### src/rtl/rxsync_pkg.sv
`timescale 1ns/1ps
package rxsync_pkg;

    localparam int unsigned NUM_PATHS = 4;
    localparam int unsigned PATH_W    = $clog2(NUM_PATHS);

    // Selection state; the encoding equals the accepted write code.
    typedef enum logic [PATH_W-1:0] {
        SEL_DPP = 2'd0,   // two rising-edge stages
        SEL_DPN = 2'd1,   // rising stage, then falling stage
        SEL_SP  = 2'd2,   // one rising-edge stage
        SEL_BYP = 2'd3    // combinational bypass
    } rx_path_e;

endpackage

### src/rtl/rxsync_cfg.sv
`timescale 1ns/1ps
module rxsync_cfg
    import rxsync_pkg::*;
#(
    parameter int unsigned MODE_W = 3
) (
    input  logic                 clk,
    input  logic                 rst_n,
    input  logic                 wr_en,
    input  logic                 wr_lock,
    input  logic [MODE_W-1:0]    wr_code,
    output rx_path_e             path_q,
    output logic [NUM_PATHS-1:0] path_oh
);

    logic     accept;
    logic     code_high;
    rx_path_e target;
    rx_path_e cur_q;
    rx_path_e nxt;

    assign accept = wr_en & ~wr_lock;

    generate
        if (MODE_W > PATH_W) begin : g_wide
            assign code_high = |wr_code[MODE_W-1:PATH_W];
        end else begin : g_narrow
            assign code_high = 1'b0;
        end
    endgenerate

    // Codes beyond the four paths fold onto the double rising path.
    always_comb begin
        if (code_high) begin
            target = SEL_DPP;
        end else begin
            target = rx_path_e'(wr_code[PATH_W-1:0]);
        end
    end

    // State register
    always_ff @(posedge clk or negedge rst_n) begin
        if (!rst_n) begin
            cur_q <= SEL_DPP;
        end else begin
            cur_q <= nxt;
        end
    end

    // Transitions: every state leaves only on an accepted write
    always_comb begin
        nxt = cur_q;
        unique case (cur_q)
            SEL_DPP: if (accept) nxt = target;
            SEL_DPN: if (accept) nxt = target;
            SEL_SP:  if (accept) nxt = target;
            SEL_BYP: if (accept) nxt = target;
            default: nxt = SEL_DPP;
        endcase
    end

    // Outputs: one-hot tap select per state
    always_comb begin
        path_oh = '0;
        unique case (cur_q)
            SEL_DPP: path_oh[SEL_DPP] = 1'b1;
            SEL_DPN: path_oh[SEL_DPN] = 1'b1;
            SEL_SP:  path_oh[SEL_SP]  = 1'b1;
            SEL_BYP: path_oh[SEL_BYP] = 1'b1;
            default: path_oh[SEL_DPP] = 1'b1;
        endcase
    end

    assign path_q = cur_q;

endmodule

### src/rtl/rxsync_stages.sv
`timescale 1ns/1ps
module rxsync_stages #(
    parameter logic RST_LVL = 1'b1
) (
    input  logic clk,
    input  logic rst_n,
    input  logic din,
    output logic first_q,
    output logic second_rise_q,
    output logic second_fall_q
);

    // First stage, rising edge
    always_ff @(posedge clk or negedge rst_n) begin
        if (!rst_n) begin
            first_q <= RST_LVL;
        end else begin
            first_q <= din;
        end
    end

    // Second stage, rising-edge variant
    always_ff @(posedge clk or negedge rst_n) begin
        if (!rst_n) begin
            second_rise_q <= RST_LVL;
        end else begin
            second_rise_q <= first_q;
        end
    end

    // Second stage, falling-edge variant
    always_ff @(negedge clk or negedge rst_n) begin
        if (!rst_n) begin
            second_fall_q <= RST_LVL;
        end else begin
            second_fall_q <= first_q;
        end
    end

endmodule

### src/rtl/rxsync_pathsel.sv
`timescale 1ns/1ps
module rxsync_pathsel
    import rxsync_pkg::*;
(
    input  logic [NUM_PATHS-1:0] sel_oh,
    input  logic [NUM_PATHS-1:0] taps,
    output logic                 dout
);

    logic [NUM_PATHS-1:0] gated;

    generate
        for (genvar i = 0; i < NUM_PATHS; i++) begin : g_tap
            assign gated[i] = sel_oh[i] & taps[i];
        end
    endgenerate

    assign dout = |gated;

endmodule

### src/rtl/rxsync_cond.sv
`timescale 1ns/1ps
module rxsync_cond
    import rxsync_pkg::*;
#(
    parameter int unsigned MODE_W  = 3,
    parameter logic        RST_LVL = 1'b1
) (
    input  logic              clk,
    input  logic              rst_n,
    input  logic              rx_raw,
    input  logic              cfg_we,
    input  logic [MODE_W-1:0] cfg_wdata,
    input  logic              cfg_lock,
    output logic              rx_out
);

    rx_path_e             path_w;
    logic [NUM_PATHS-1:0] sel_oh;
    logic [NUM_PATHS-1:0] taps;
    logic                 st_first;
    logic                 st_rise;
    logic                 st_fall;

    rxsync_cfg #(
        .MODE_W (MODE_W)
    ) u_cfg (
        .clk     (clk),
        .rst_n   (rst_n),
        .wr_en   (cfg_we),
        .wr_lock (cfg_lock),
        .wr_code (cfg_wdata),
        .path_q  (path_w),
        .path_oh (sel_oh)
    );

    rxsync_stages #(
        .RST_LVL (RST_LVL)
    ) u_stages (
        .clk           (clk),
        .rst_n         (rst_n),
        .din           (rx_raw),
        .first_q       (st_first),
        .second_rise_q (st_rise),
        .second_fall_q (st_fall)
    );

    // Tap order matches the selection encoding.
    assign taps[SEL_DPP] = st_rise;
    assign taps[SEL_DPN] = st_fall;
    assign taps[SEL_SP]  = st_first;
    assign taps[SEL_BYP] = rx_raw;

    rxsync_pathsel u_sel (
        .sel_oh (sel_oh),
        .taps   (taps),
        .dout   (rx_out)
    );

endmodule

### config.mk
export PLATFORM = sky130hd
export DESIGN_NAME = rxsync_cond
export DESIGN_NICKNAME = d
export VERILOG_FILES = /design/src/rtl/rxsync_pkg.sv /design/src/rtl/rxsync_cfg.sv /design/src/rtl/rxsync_stages.sv /design/src/rtl/rxsync_pathsel.sv /design/src/rtl/rxsync_cond.sv
export SDC_FILE = /design/constraint.sdc
export NUM_CORES = 1
export LEC_CHECK = 0
export CELL_PAD_IN_SITES_DETAIL_PLACEMENT = 1
export CELL_PAD_IN_SITES_GLOBAL_PLACEMENT = 2
export CORE_AREA = 5 5 42 44
export CTS_BUF_LIST = sky130_fd_sc_hd__clkbuf_8 sky130_fd_sc_hd__clkbuf_16
export DETAILED_ROUTE_END_ITERATION = 8
export DIE_AREA = 0 0 47 49
export PLACE_DENSITY_LB_ADDON = 0.12
export SLEW_MARGIN = 30
export SYNTH_ARGS = -nofsm -noshare
export SYNTH_HDL_FRONTEND = slang
export SYNTH_SLANG_ARGS = --single-unit
### constraint.sdc
create_clock -name clk -period 1.4 [get_ports clk]
set_input_delay 0.28 -clock clk [delete_from_list [all_inputs] [get_ports clk]]
set_output_delay 0.28 -clock clk [all_outputs]
set_load 0.1 [all_outputs]
== Word-level counts from Yosys, hierarchy flattened ==
Index checks and enable logic that the tools add are counted.
Widths: inputs -> output; s select.

* Register bits: 5
* Output and inout bits: 1
* Input bits: 8
* Logic and storage cells: 24

* Mux-type cells: 7
* Eq/ne operators: 4
* Bitwise operators: 6
* Reduce and logical (&&, ||, !) cells: 3

{| class="wikitable"
|+ Operator list
! kind !! count
|-
| $reduce_or 4->1 || 2
|-
| $mux 2 || 3
|-
| $and 1x1->1 || 5
|-
| $eq 2x2->1 const B || 2
|-
| $mux 1 || 4
|-
| $eq 2x1->1 const B || 1
|-
| $logic_not 2->1 || 1
|-
| $ne 2x1->1 const B || 1
|-
| $not 1->1 || 1
|}

== Longest topological paths before layout ==
* Word-level depth: 4
* Mapped depth: 2
* Mapped depth without buffers: 2

== Hierarchy ==
A second synthesis with hierarchy kept.

* Cells, all modules: 18
* Area total of the unflattened synthesis: 230.2 µm²

{| class="wikitable"
|+ By module, submodules not included
! module !! cells an instance !! area an instance (µm²) !! times used !! sequential area each (µm²)
|-
| rxsync_cfg || 11 || 128.9 || 1 || 50.0
|-
| rxsync_stages || 4 || 82.6 || 1 || 78.8
|-
| rxsync_pathsel || 3 || 18.8 || 1 || 0.0
|}

==> metrics.txt <==
Die X 47 µm; TritonCTS Buffers 3; synthesized instance count 12; Post-CTS Resized 0; Synthesis Warnings 0; fin cells 41; type of the tightest min-delay check flip-flop to flip-flop; GRT Residual Overflow 0; Top Ports 9; Hold-fix buffers, CTS 0; RSZ-0062 raised after global routing yes; Fill cells 169; hold_sp u_stages.first_q; DR vias 147; FF+latch count, synth 5; DR WL/cell 11.1 µm; layout cell share with drive strength beyond 1 44.0%; placed cell count 37; Critical Path End Type output port; CP Launch Point u_stages.second_fall_q; drt pass-1 iters 1; Critical Path Max Stage Delay 0.47 ns; ant diodes 0; final clock skew 0.0632 ns; H-tree Lvls 1; Fin. Hold Viols 0; critical path buffer and inverter count 1; outcome finished, violations left; total power 543 µW; CTS Root Buffer Type clkbuf_8; starting density of the core 14.0%; Crit Path Category flip-flop to output port; IO Port Bufs 8; Residual DRC 0; total core area 0.00140 mm²; CP Max Fanout 1; vias per inst 3.59; first-pass GRT wire length 710 µm; Static Leak 0.000153 µW; final antenna-violating net count 0; worst vdd ir 0.000591 V; Final Util 25.6%; Slew headroom 86.5%; fin worst setup slack -0.870 ns; Post-CTS Setup Inserts 0; max cap viols 0; GRT Overall Usage 5.67%; average size of a mapped cell 16.4 µm²; CTS tree done; Routed WL 457 µm; post-synthesis cell area 196 µm²; clk_lat worst skew 0.28 ns; setup TNS -0.870 ns; largest net degree at the start of global routing 5; Tightest Pin Transition 0.202 ns; fin nets 34; critical path's top delay family multiplexers; arrival time worst endpoint 1.99 ns; Slew Viols, Final 0; r2r startpoint u_stages.first_q; clock sink count 5; CP startpoint kind flip-flop; Seq/Total Area, Yosys 65.6%; DIE AREA 0.00230 mm²; initial antenna violation count 0; Longest Clk Path Bufs 2; DRT iter0 DRCs 0; Die Ht 49 µm; Post-Syn Nets 20; vias in the first global route 173; Layout area overhead 82.8%; Slowest-stage cell, CP mux4_2; final setup vio count 1; violated checks setup timing; dpl ws -0.579 ns; pwr/cell area 1510 mW/mm²; Cell Rows 14; Clock transition at path regs 0.03 ns; routability congestion estimate 0.635; Synth cell types 6; critical-path cell list mux4_2 > buf_12; Critical Path RT 1.12 ns
==> cell type report <==
type,instances,area [µm²],share of cell area (%)
flip-flops and latches,5,129,35.9
clock buffers,3,41.3,11.5
clock inverters,2,7.51,2.09
well taps,16,20.0,5.57
repair buffers,9,97.6,27.2
multi-input cells,6,63.8,17.8
==> power breakdown <==
part           internal [µW]  switching [µW]  total, µW
clock network            192            77.5        269
registers                160            7.06        168
logic                   53.7            52.7        106
==> registers in the layout, summed over array words and instances, names as in the netlist <==
| name | count |
|---|---|
| u_cfg.path_q | 2 |
| u_stages.second_rise_q | 1 |
| u_stages.second_fall_q | 1 |
| u_stages.first_q | 1 |
==> stage by stage <==
step	hold WS [ns]	cell area [µm²]
after floorplan	-0.0156	196
after global placement	0.367	314
after detailed placement	0.367	314
after CTS	0.372	359
after global routing	0.377	359
final	0.370	359
==> metal layers <==
metal / routed length (µm) / global-route usage (%) / vias up
met1: 125 / 3.37 / 69
met5: 0 / 0 / -
li1: - / - / 65
met3: 39 / 3.32 / 4
met2: 242 / 6.56 / 9
met4: 49 / 12.4 / 0
==> path summary, 6_finish.rpt <==
check                                    endpoint  slack [ns]  depth (start not counted)
min in group asynchronous         u_cfg.path_q[1]        0.38                          2
hold reg to reg            u_stages.second_rise_q        0.37                          0
setup / recovery                           rx_out       -0.87                          2
setup reg to reg           u_stages.second_fall_q        0.17                          0
hold / removal             u_stages.second_rise_q        0.37                          0
max in group asynchronous  u_stages.second_fall_q        0.33                          1
==> Yosys cell counts (all sizes together) <==
master  number  area share, %
mux2         2             11
mux4         1             11
nor2b        3            9.6
inv          1            1.9
dfstp        3             40
dfrtp        2             25
==> cell families (layout without fill, tap and decap cells) <==
logic type             count (synthesis)  count (layout)  synth area share, %
muxes                                  3               3                 22.9
and+or+nand+nor                        3               3                 9.56
buffers and inverters                  1              14                 1.91
DFF                                    5               5                 65.6
==> layout by cell type (no fill, tap or decap) <==
| master | count |
|---|---|
| nor2b_1 | 3 |
| dfrtp_1 | 2 |
| inv_1 | 2 |
| buf_12 | 1 |
| mux2_2 | 2 |
| dfstp_2 | 3 |
| buf_4 | 1 |
| clkdlybuf4s50_1 | 7 |
| clkbuf_8 | 3 |
| mux4_2 | 1 |
Note: power is estimated with default switching activity, not from simulation.
